===== src/rtl/rst_ctrl_pkg.sv =====
// Package: shared cause codes and control-bit positions for the reset
// sequencer. Assumes the cause is a plain 2-bit number whose value is its rank.
package rst_ctrl_pkg;
    localparam logic [1:0] CAUSE_PIN   = 2'b00;
    localparam logic [1:0] CAUSE_SOFT  = 2'b01;
    localparam logic [1:0] CAUSE_POWER = 2'b10;
    localparam logic [1:0] CAUSE_WDOG  = 2'b11;

    localparam int CTRL_ASSERT_BIT  = 0;
    localparam int CTRL_RELEASE_BIT = 1;
    localparam int CTRL_SOFT_BIT    = 2;
endpackage


===== src/rtl/rst_ctrl_regif.sv =====
// Register decode: turns writes to the control word into one-cycle request
// pulses and muxes the cause word onto the read bus. Assumes one write strobe
// per access. The control word is write-only and reads back as zero.
module rst_ctrl_regif
    import rst_ctrl_pkg::*;
#(
    parameter int ADDR_W    = 12,
    parameter int DATA_W    = 32,
    parameter logic [ADDR_W-1:0] CTRL_OFS  = 'h000,
    parameter logic [ADDR_W-1:0] CAUSE_OFS = 'h004
) (
    input  logic [ADDR_W-1:0] addr,
    input  logic              wr_en,
    input  logic [DATA_W-1:0] wr_data,
    input  logic [1:0]        cause,
    output logic              soft_req,
    output logic              periph_set,
    output logic              periph_clr,
    output logic [DATA_W-1:0] rd_data
);
    logic ctrl_wr;

    // Purpose: decode a control write into its three request pulses.
    always_comb begin
        ctrl_wr    = wr_en && (addr == CTRL_OFS);
        soft_req   = ctrl_wr && wr_data[CTRL_SOFT_BIT];
        periph_set = ctrl_wr && wr_data[CTRL_ASSERT_BIT];
        periph_clr = ctrl_wr && wr_data[CTRL_RELEASE_BIT];
    end

    // Purpose: read mux; only the cause word returns data.
    always_comb begin
        rd_data = '0;
        if (addr == CAUSE_OFS) begin
            rd_data[1:0] = cause;
        end
    end
endmodule


===== src/rtl/rst_ctrl_stretch.sv =====
// Reset stretcher: any trigger reloads a down-counter to STRETCH_CYCLES. The
// system reset is active while the counter is non-zero, so it is released on
// a clock edge STRETCH_CYCLES cycles after the last trigger. The power-on
// reset also loads the count.
module rst_ctrl_stretch #(
    parameter int STRETCH_CYCLES = 16,
    localparam int CNT_W = $clog2(STRETCH_CYCLES + 1)
) (
    input  logic clk,
    input  logic por_n,
    input  logic trigger,
    output logic in_reset
);
    localparam logic [CNT_W-1:0] LOAD = CNT_W'(STRETCH_CYCLES);

    logic [CNT_W-1:0] cnt;

    // Purpose: reload on trigger or power-on, otherwise count down to zero.
    always_ff @(posedge clk) begin
        if (!por_n) begin
            cnt <= LOAD;
        end else if (trigger) begin
            cnt <= LOAD;
        end else if (cnt != '0) begin
            cnt <= cnt - CNT_W'(1);
        end
    end

    assign in_reset = (cnt != '0);

    p_reload_r2: assert property (@(posedge clk) disable iff (!por_n)
        trigger |=> cnt == LOAD);
    p_countdown_r4: assert property (@(posedge clk) disable iff (!por_n)
        (in_reset && !trigger) |=> cnt == $past(cnt) - CNT_W'(1));
    p_idle_r3: assert property (@(posedge clk) disable iff (!por_n)
        (!in_reset && !trigger) |=> !in_reset);
endmodule


===== src/rtl/rst_ctrl_cause.sv =====
// Cause capture: ranks the triggers of this cycle and stores the result in the
// cause register. Inside a running event it keeps the larger of the stored and
// the new code; a trigger after the event has ended replaces it. Only the
// power-on reset loads the default, so the register survives the system reset.
module rst_ctrl_cause
    import rst_ctrl_pkg::*;
(
    input  logic       clk,
    input  logic       por_n,
    input  logic       in_reset,
    input  logic       pin_req,
    input  logic       soft_req,
    input  logic       wdog_req,
    output logic [1:0] cause
);
    logic       req_any;
    logic [1:0] req_code;

    // Purpose: fixed-priority encode of the triggers active this cycle.
    always_comb begin
        req_any = pin_req || soft_req || wdog_req;
        if (wdog_req) begin
            req_code = CAUSE_WDOG;
        end else if (soft_req) begin
            req_code = CAUSE_SOFT;
        end else begin
            req_code = CAUSE_PIN;
        end
    end

    // Purpose: store a new cause or upgrade the one held for this event.
    always_ff @(posedge clk) begin
        if (!por_n) begin
            cause <= CAUSE_POWER;
        end else if (req_any) begin
            if (!in_reset || (req_code > cause)) begin
                cause <= req_code;
            end
        end
    end

    p_hold_in_event_r6: assert property (@(posedge clk) disable iff (!por_n)
        (in_reset && !pin_req && !soft_req && !wdog_req) |=> $stable(cause));
    p_rank_rises_r6: assert property (@(posedge clk) disable iff (!por_n)
        in_reset |=> cause >= $past(cause));
    p_wdog_top_r5: assert property (@(posedge clk) disable iff (!por_n)
        wdog_req |=> cause == CAUSE_WDOG);
endmodule


===== src/rtl/rst_ctrl_periph.sv =====
// External peripheral reset latch: any hardware reset or a software assert
// drives it active; a software release frees it only when no assert is
// present in the same cycle. Power-on leaves it asserted.
module rst_ctrl_periph (
    input  logic clk,
    input  logic por_n,
    input  logic hw_set,
    input  logic sw_set,
    input  logic sw_clr,
    output logic periph_rst_n
);
    // Purpose: set/clear latch with assert taking precedence.
    always_ff @(posedge clk) begin
        if (!por_n) begin
            periph_rst_n <= 1'b0;
        end else if (hw_set || sw_set) begin
            periph_rst_n <= 1'b0;
        end else if (sw_clr) begin
            periph_rst_n <= 1'b1;
        end
    end

    p_assert_wins_r8: assert property (@(posedge clk) disable iff (!por_n)
        (sw_set && sw_clr) |=> !periph_rst_n);
    p_hw_asserts_r4: assert property (@(posedge clk) disable iff (!por_n)
        hw_set |=> !periph_rst_n);
    p_quiet_r8: assert property (@(posedge clk) disable iff (!por_n)
        (!hw_set && !sw_set && !sw_clr) |=> $stable(periph_rst_n));
endmodule


===== src/rtl/rst_ctrl.sv =====
// Top of the reset sequencer. Assumes all pins are already synchronous to
// clk and that the watchdog strobe is one cycle wide. Power-on acts as the
// synchronous active-low reset of every register in the block.
module rst_ctrl
    import rst_ctrl_pkg::*;
#(
    parameter int ADDR_W         = 12,
    parameter int DATA_W         = 32,
    parameter int STRETCH_CYCLES = 16
) (
    input  logic              clk,
    input  logic              por_n,
    input  logic              rst_btn_n,
    input  logic              wdt_timeout,
    input  logic [ADDR_W-1:0] reg_addr,
    input  logic              reg_wr_en,
    input  logic [DATA_W-1:0] reg_wr_data,
    output logic [DATA_W-1:0] reg_rd_data,
    output logic              sys_rst_n,
    output logic              periph_rst_n
);
    logic       pin_req;
    logic       soft_req;
    logic       periph_set;
    logic       periph_clr;
    logic       in_reset;
    logic [1:0] cause;

    assign pin_req   = !rst_btn_n;
    assign sys_rst_n = !in_reset;

    rst_ctrl_regif #(
        .ADDR_W    (ADDR_W),
        .DATA_W    (DATA_W),
        .CTRL_OFS  (ADDR_W'('h000)),
        .CAUSE_OFS (ADDR_W'('h004))
    ) u_regif (
        .addr       (reg_addr),
        .wr_en      (reg_wr_en),
        .wr_data    (reg_wr_data),
        .cause      (cause),
        .soft_req   (soft_req),
        .periph_set (periph_set),
        .periph_clr (periph_clr),
        .rd_data    (reg_rd_data)
    );

    rst_ctrl_stretch #(
        .STRETCH_CYCLES (STRETCH_CYCLES)
    ) u_stretch (
        .clk      (clk),
        .por_n    (por_n),
        .trigger  (pin_req || soft_req || wdt_timeout),
        .in_reset (in_reset)
    );

    rst_ctrl_cause u_cause (
        .clk      (clk),
        .por_n    (por_n),
        .in_reset (in_reset),
        .pin_req  (pin_req),
        .soft_req (soft_req),
        .wdog_req (wdt_timeout),
        .cause    (cause)
    );

    rst_ctrl_periph u_periph (
        .clk          (clk),
        .por_n        (por_n),
        .hw_set       (pin_req || wdt_timeout),
        .sw_set       (periph_set),
        .sw_clr       (periph_clr),
        .periph_rst_n (periph_rst_n)
    );
endmodule


===== config.mk =====
export PLATFORM = sky130hd
export DESIGN_NAME = rst_ctrl
export DESIGN_NICKNAME = d
export VERILOG_FILES = /design/src/rtl/rst_ctrl_pkg.sv /design/src/rtl/rst_ctrl_regif.sv /design/src/rtl/rst_ctrl_stretch.sv /design/src/rtl/rst_ctrl_cause.sv /design/src/rtl/rst_ctrl_periph.sv /design/src/rtl/rst_ctrl.sv
export SDC_FILE = /design/constraint.sdc
export NUM_CORES = 1
export LEC_CHECK = 0
export ABC_AREA = 1
export BUFFER_PORTS_ARGS = -buffer_cell sky130_fd_sc_hd__buf_4
export CORE_MARGIN = 4
export CORE_UTILIZATION = 34
export DETAILED_ROUTE_END_ITERATION = 16
export PLACE_DENSITY = 0.8
export SLEW_MARGIN = 10
export SYNTH_ARGS = -nofsm -noshare
export SYNTH_HDL_FRONTEND = slang
export SYNTH_SLANG_ARGS = --single-unit
export TNS_END_PERCENT = 20

===== constraint.sdc =====
create_clock -name clk -period 2.3 [get_ports clk]
set_clock_uncertainty 0.15 [all_clocks]
set_input_delay 0.46 -clock clk [delete_from_list [all_inputs] [get_ports clk]]
set_output_delay 0.46 -clock clk [all_outputs]
set_load 0.01 [all_outputs]

=== Yosys cells after proc, flatten, opt, wreduce, memory -nomap -nowiden ===
Index checks and enable logic that the tools add are counted.

* Output and inout bits: 34
* Logic and storage cells: 26
* Flip-flop bits (word level): 8
* Input port bits: 49

* Bitwise logic cells: 1
* Magnitude comparators: 1
* Reductions and logical operators: 16
* Eq/ne operators: 1
* Multiplexer cells: 3
* Add/sub/neg operators: 1

{| class="wikitable"
|+ Operator list
! cell !! number
|-
| $eq A12 B3 Y1 const B || 1
|-
| $logic_not A12 Y1 || 1
|-
| $logic_or A1 B1 Y1 || 5
|-
| $reduce_bool A5 Y1 || 1
|-
| $sub A5 B1 Y5 const B || 1
|-
| $logic_and A1 B1 Y1 || 4
|-
| $mux W2 || 2
|-
| $reduce_or A2 Y1 || 2
|-
| $gt A2 B2 Y1 || 1
|-
| $logic_not A1 Y1 || 2
|-
| $reduce_and A2 Y1 || 1
|-
| $mux W1 || 1
|-
| $not A1 Y1 || 1
|}

=== Depth between registers and ports, before layout ===
Gate-level depths: netlist of the first run.

* Depth in word-level cells: 8
* Gate-level depth with buffers: 13
* Depth with buffers taken out: 13

=== Cells and area by module ===
A second synthesis of the first run with hierarchy kept.

* Cells, all modules: 133
* Area, all modules: 829.5 um^2

{| class="wikitable"
|+ Modules (own cells, without submodules)
! module !! cells each !! area an instance (um^2) !! times used !! seq. area each (um^2)
|-
| rst_ctrl_regif || 57 || 329.1 || 1 || 0.0
|-
| rst_ctrl_stretch || 42 || 294.0 || 1 || 100.1
|-
| rst_ctrl_cause || 23 || 147.6 || 1 || 40.0
|-
| rst_ctrl_periph || 5 || 35.0 || 1 || 20.0
|-
| rst_ctrl || 6 || 23.8 || 1 || 0.0
|}

=== Least setup slack after synthesis of the first run ===
No wires, ideal clock.

* Path kind: input to register
* From: in reg_addr[5]
* To: reg u_cause.cause[0]
* Data required time: 2,036 ps
* Setup slack: 417 ps
* Arrival time: 1,619 ps
* Cell stages on the path: 13
* Path buffers: 0
* Library setup time: 114 ps
* Cell sequence: nor2_1 nand2_1 nor2_4 nand3_2 nand2_2 inv_1 ha_1 nand2_1 o21ai_0 nand2_1 nand2_1 nand2_1 a21oi_2

* Word-level cells in the longest chain between the ends: 8
* Elaborated cells on any way between the ends: 10
* Those cells by class: order compare (1); mux (2); reduce/logical (7)

{| class="wikitable"
|+ Ends and longest elaborated chain
! item !! line !! RTL
|-
| start: declaration || rst_ctrl.sv:15 || <nowiki>input logic [ADDR_W-1:0] reg_addr,</nowiki>
|-
| $logic_not A12 Y1 * || rst_ctrl_regif.sv:25 || <nowiki>ctrl_wr = wr_en && (addr == CTRL_OFS);</nowiki>
|-
| $logic_and A1 B1 Y1 * || rst_ctrl_regif.sv:25 ||
|-
| $logic_and A1 B1 Y1 * || rst_ctrl_regif.sv:26 || <nowiki>soft_req = ctrl_wr && wr_data[CTRL_SOFT_BIT];</nowiki>
|-
| $mux W1 || rst_ctrl_cause.sv:24 || <nowiki>end else if (soft_req) begin</nowiki>
|-
| $mux W2 || rst_ctrl_cause.sv:22 || <nowiki>if (wdog_req) begin</nowiki>
|-
| $gt A2 B2 Y1 || rst_ctrl_cause.sv:36 || <nowiki>if (!in_reset || (req_code > cause)) begin</nowiki>
|-
| $logic_or A1 B1 Y1 || rst_ctrl_cause.sv:36 ||
|-
| $reduce_and A2 Y1 (no line) || - ||
|-
| end signal: assignment || rst_ctrl_cause.sv:37 || <nowiki>cause <= req_code;</nowiki>
|-
| end: declaration || rst_ctrl_cause.sv:14 || <nowiki>output logic [1:0] cause</nowiki>
|}

Mark *: on every way between the ends. The rest lies on a longest branch, timed or not.
A chain may end at the register's enable or synchronous reset.

=== Worst setup path in the final report of the first run ===
* From: in reg_addr[3]
* To: reg u_cause.cause[0]

Same word-level chain as after synthesis.

==> results of run 1 <==
==> final timing paths <==
kind,start,endpoint,slack (ns)
max reg2reg,u_cause.cause[1],u_cause.cause[0],0.78
max,reg_addr[3],u_cause.cause[0],0.38
min reg2reg,u_cause.cause[1],u_cause.cause[1],0.30
min,u_cause.cause[1],u_cause.cause[1],0.30
==> layer usage <==
metal	routed length (um)	share of wire, %
met5	0	0
met2	749	52
met4	18	1.3
met3	173	12
met1	488	34
==> cells by family (layout without fill, tap and decap cells) <==
| logic type | after synthesis | in the layout | synth area share [%] |
|---|---|---|---|
| XOR/XNOR | 2 | 2 | 2.31 |
| AO/OA/AOI/OAI | 7 | 7 | 5.12 |
| other | 1 | 30 | 0.495 |
| adder cells (fa/ha/maj) | 4 | 4 | 6.61 |
| flip-flops | 8 | 8 | 21.2 |
| AND/OR/NAND/NOR | 44 | 44 | 27.1 |
| buffers and inverters | 45 | 41 | 37.2 |
==> per-stage QoR <==
step / setup WS [ns] / power, uW / instances / utilization [%]
detailed placement: 0.106 / 289 / 160 / 41.5
CTS: 0.371 / 399 / 163 / 42.6
finish: 0.378 / 395 / 163 / 42.6
global route: 0.226 / 429 / 163 / 42.6
floorplan: 0.417 / 285 / 140 / -
global placement: 0.194 / 282 / 160 / 41.5
==> critical path, delay by kind of cell <==
kind,cells,cell delay [ns]
and+or+nand+nor,9,0.91
adders and majority gates,1,0.26
AOI/OAI and AO/OA,2,0.18
buffers and inverters,2,0.15
==> flip-flops by register name, indices dropped and copies added, names as in the netlist <==
name / cells
u_stretch.cnt: 5
u_cause.cause: 2
u_periph.periph_rst_n: 1
==> final cells by class <==
class                      count  area (sq um)
sequential                     8           160
tap                           27          33.8
clock buffer                   3          22.5
multi-input combinational     87           424
inverter                      15          56.3
fill                         220          1170
timing repair buffer          23           173
==> cell usage in the layout (no fill, tap or decap), types with 2 or more instances in the layout <==
cell type / count
clkbuf_4: 3
nand2_2: 2
conb_1: 30
inv_1: 14
ha_1: 4
dfxtp_1: 8
a21oi_1: 4
buf_4: 23
nor3_1: 2
nand2_1: 19
nor2_1: 10
nand3_1: 3
nand4_1: 3
o21ai_0: 2
nor2_2: 2
==> power by group through the flow <==
stage	Clock (uW)	Combinational, uW	Sequential (uW)
finish	108	129	158
global route	122	148	159
CTS	112	129	158
detailed placement	0	128	161
global placement	0	122	160
floorplan	0	127	159
==> out/metrics.csv, run 1 <==
metric,value,unit
outcome,"complete, no violations",
share of layout cells above drive strength 1,25.0,%
GR Layer Usage met3,5.36,%
number of global-route vias before repair,604,
Die ar.,3050,sq um
final setup TNS,0,ns
power share of the combinational group,32.7,%
Sink Count,8,
# setup viols final,0,
achievable clock frequency,0.520,GHz
post-cts resize count,0,
Max Cap Violations,0,
Max stage delay on crit path,0.26,ns
Post-synth ARST share,0,%
CP most frequent cell,nand2_1,
M1 GR Usage,8.83,%
final hold vios,0,
vias,639,
Root Buffer,clkbuf_4,
RSZ-0062 raised after global routing,no,
"EDFF count, synth",0,
Switching Share,33.7,%
placed cell area,847,sq um
core box area,2040,sq um
routed wire length,1.43,mm
Worst Hold Depth,2,
"Design Area, Final",870,sq um
clock share of power,27.4,%
critical path peak fanout,4,
yosys warns,0,
met2 usage,18.1,%
#FFs+latches synth,8,
first-pass GRT wire length,2.17,mm
VDD IR max,239,uV
crit-path cells,buf_4 -> nor2_2 -> nand2_1 -> nor2_2 -> nand3_2 -> nand2_2 -> inv_1 -> ha_1 -> nand2_1 -> o21ai_0 -> nand2_1 -> nand2_1 -> nand2_1 -> a21oi_2,
Slowest cell on crit path,ha_1,
Iter 0 DRT Violations,6,
number of CTS-inserted buffers,3,
CP Launch Type,input port,
RePlAce Congestion,0.754,
minimum clock period,1.92,ns
top post-synthesis cells by area,"buf_4, dfxtp_1, nand2_1",
P_sw,133,uW
"Setup Fix Bufs, Post-CTS",0,
Setup crit end kind,flop,
CTS tree,done,
Avg Inst Size Synth,6.82,sq um
cell count after synthesis,111,
post-synthesis sequential area ratio,21.2,%
total track usage,10.2,%
buffers added on ports,23,
Yosys top cell area share,29.8,%
Pre-antenna DRT Iters,4,
worst endpoint data arrival time,1.97,ns
wire per inst,8.77,um
grt total ovfl,0,
fin nets,191,
antenna diode count,0,
largest area contributor in the netlist,buf_4,
max-slew violation count,0,
Hold Buf Count CTS,0,
post-synthesis cell type count,21,
GRT busiest layer,met2,
Residual DRC,0,
initial core utilization,37.1,%
kind of critical path,in -> reg,
initial antenna violation count,0,
H-tree depth,1,
Final Cycle Share,83.6,%
list of most frequent post-synthesis cells,"buf_4, nand2_1, inv_1",
P&R area growth vs syn,14.9,%
"count leader, synth",buf_4,
Reg2Reg Depth,9,
overall die height,55.2,um
internal power component,262,uW
Clock Tree Buf Depth,2,
Ports,83,
Die W,55.2,um
Synth Flop Type,dfxtp_1,
"Clk Latency, worst-skew pair",0.26,ns
DP Wirelength,1.26,mm
sequential power share,39.9,%
Via density,3.92,
largest net degree at the start of global routing,7,
Row Count,16,
"Reg clk slew, reported paths",0.05,ns
Worst Path Required,2.35,ns
LEAKAGE,0.000496,uW
Hold/Removal Path Class,reg -> reg,
PD cells,454,nW/um^2
mapped cell area,757,sq um
ANT nets after route,0,
Hold Worst Slack,0.296,ns
Power figures use the tool's default switching activity.
==> run 2: changes to the inputs <==
- CORE_UTILIZATION: 34 -> 31
- PLACE_DENSITY: 0.8 -> 0.77
- clock period: 2.3 -> 1.55 ns (I/O delays scaled with it)
==> run 2 against run 1 <==
  * The run now ends with setup timing left
  * Sequential cell count unchanged
  * Critical path type is now in -> out
  * Final cell count grew 12%
  * Setup slack got worse by 0.47 ns
  * Largest cell class unchanged
  * Highest routed layer unchanged
  * Critical endpoint is now reg_rd_data[1]
==> out/metrics.csv, run 2 (synthesis results as in run 1) <==
metric,value,unit
Setup crit end kind,output port,
Sink Count,8,
# setup viols final,6,
largest net degree at the start of global routing,6,
Clock Tree Buf Depth,2,
kind of critical path,in -> out,
max-slew violation count,0,
failing checks,setup timing,
RSZ-0062 raised after global routing,yes,
VDD IR max,468,uV
vias,721,
number of CTS-inserted buffers,3,
Residual DRC,0,
RePlAce Congestion,0.777,
share of layout cells above drive strength 1,47.1,%
grt total ovfl,0,
outcome,"complete, but fails checks",
"Clk Latency, worst-skew pair",0.25,ns
LEAKAGE,0.000600,uW
"most common cell after layout, fill and taps aside",buf_4,
CP Launch Type,input port,
Iter 0 DRT Violations,12,
CTS tree,done,
Register Area,163,sq um
crit path buf inv count,3,
DP Wirelength,1.25,mm
H-tree depth,1,
Ports,83,
Hold Buf Count CTS,0,
max reg flops,5,
minimum clock period,1.64,ns
P&R area growth vs syn,46.0,%
Final Util,48.5,%
Row Count,17,
Worst Path Required,1.09,ns
CP most frequent cell,buf_4,
buffers added on ports,23,
"Reg clk slew, reported paths",0.05,ns
Via density,3.94,
core box area,2280,sq um
worst endpoint data arrival time,1.18,ns
Max Cap Violations,0,
initial core utilization,33.3,%
"commonest cells after routing, fill and taps aside","buf_4, conb_1, nand2_1",
final worst slack,-0.0947,ns
Slowest cell on crit path,buf_4,
Die W,57.4,um
Max stage delay on crit path,0.13,ns
Hold/Removal Path Class,in -> reg,
critical path's top delay family,simple AND/OR/NAND/NOR gates,
number of global-route vias before repair,647,
fillers,220,
total power,639,uW
Multi-input gate area,498,sq um
biggest regs,"u_stretch.cnt (5), u_cause.cause (2), u_periph.periph_rst_n (1)",
Pre-antenna DRT Iters,3,
PD cells,578,nW/um^2
initial antenna violation count,0,
critical path peak fanout,3,
achievable clock frequency,0.608,GHz
routed wire length,1.73,mm
ANT nets after route,0,
Final Cycle Share,106,%
wire per inst,9.45,um
overall die height,57.4,um
fin nets,210,
Die ar.,3300,sq um
crit-path cells,buf_4 -> nor2_1 -> nand2_1 -> nor2_4 -> buf_4 -> nand4_1 -> nor2_1 -> buf_4,
total track usage,9.74,%
antenna diode count,0,
Reg with most FFs,u_stretch.cnt,
final hold vios,0,
Root Buffer,clkbuf_4,
first-pass GRT wire length,2.55,mm
-- run 2: cell count changes in the layout (fill, tap and decap cells not counted), moves of 4 or more --
cell,before,now
buf_4,23,38
nand2_1,19,13
nand2_2,2,8
inv_1,14,9
inv_2,1,6
buf_6,0,4
nor2_1,10,6
nor2_4,1,5
-- run 2: repair_timing --
action,in CTS,in global routing
gates resized for setup,14,16
setup endpoints to repair,5,7
hold endpoints to repair,0,0
pin swaps,9,15
buffers inserted,12,0
-- run 2: stage by stage --
step / area, sq um / worst slack [ns] / hold WS, ns / TNS (ns) / instances
5_1_grt: 1100 / -0.197 / 0.133 / -0.932 / 183
6_report: 1100 / -0.0947 / 0.137 / -0.375 / 183
3_5_place_dp: 901 / -0.389 / 0.282 / -0.904 / 168
4_1_cts: 1060 / -0.0893 / 0.131 / -0.323 / 183
2_1_floorplan: 866 / -0.183 / 0.269 / -0.345 / 140
3_3_place_gp: 901 / -0.351 / 0.280 / -0.826 / 168
-- run 2: cell type report --
| cell class | instances | area share (%) |
|---|---|---|
| clock buffers | 3 | 2.04 |
| repair buffers | 42 | 29.9 |
| flip-flops and latches | 8 | 14.7 |
| inverters | 15 | 5.10 |
| well taps | 28 | 3.17 |
| multi-input cells | 87 | 45.1 |
-- run 2: worst min-delay path, stage by stage --
cell     delay (ns)
buf_4          0.09
a21oi_1        0.06
nand2_1        0.05
-- run 2: worst paths after layout --
check | startpoint | end | slack [ns] | cells past startpoint
setup / recovery | reg_addr[11] | reg_rd_data[1] | -0.09 | 8
hold reg to reg | u_cause.cause[1] | u_cause.cause[1] | 0.29 | 2
setup reg to reg | u_cause.cause[1] | u_cause.cause[0] | 0.09 | 9
hold / removal | wdt_timeout | u_cause.cause[1] | 0.14 | 3
-- run 2: routing by layer --
metal / routed length [um] / global-route usage [%] / up-vias / part of all wire, %
met2: 908 / 17.7 / 28 / 53
met5: 0 / 0 / - / 0
li1: - / - / 368 / -
met1: 638 / 10.0 / 322 / 37
met4: 12 / 1.99 / 0 / 0.69
met3: 170 / 4.75 / 3 / 9.8
-- run 2: report_power, final --
part / total [uW] / internal, uW / switching (uW) / leakage [uW]
Sequential: 238 / 224 / 14.5 / 0.0000663
Combinational: 247 / 112 / 135 / 0.000520
Clock: 154 / 88.2 / 65.6 / 0.0000138
Total: 639 / 424 / 215 / 0.000600
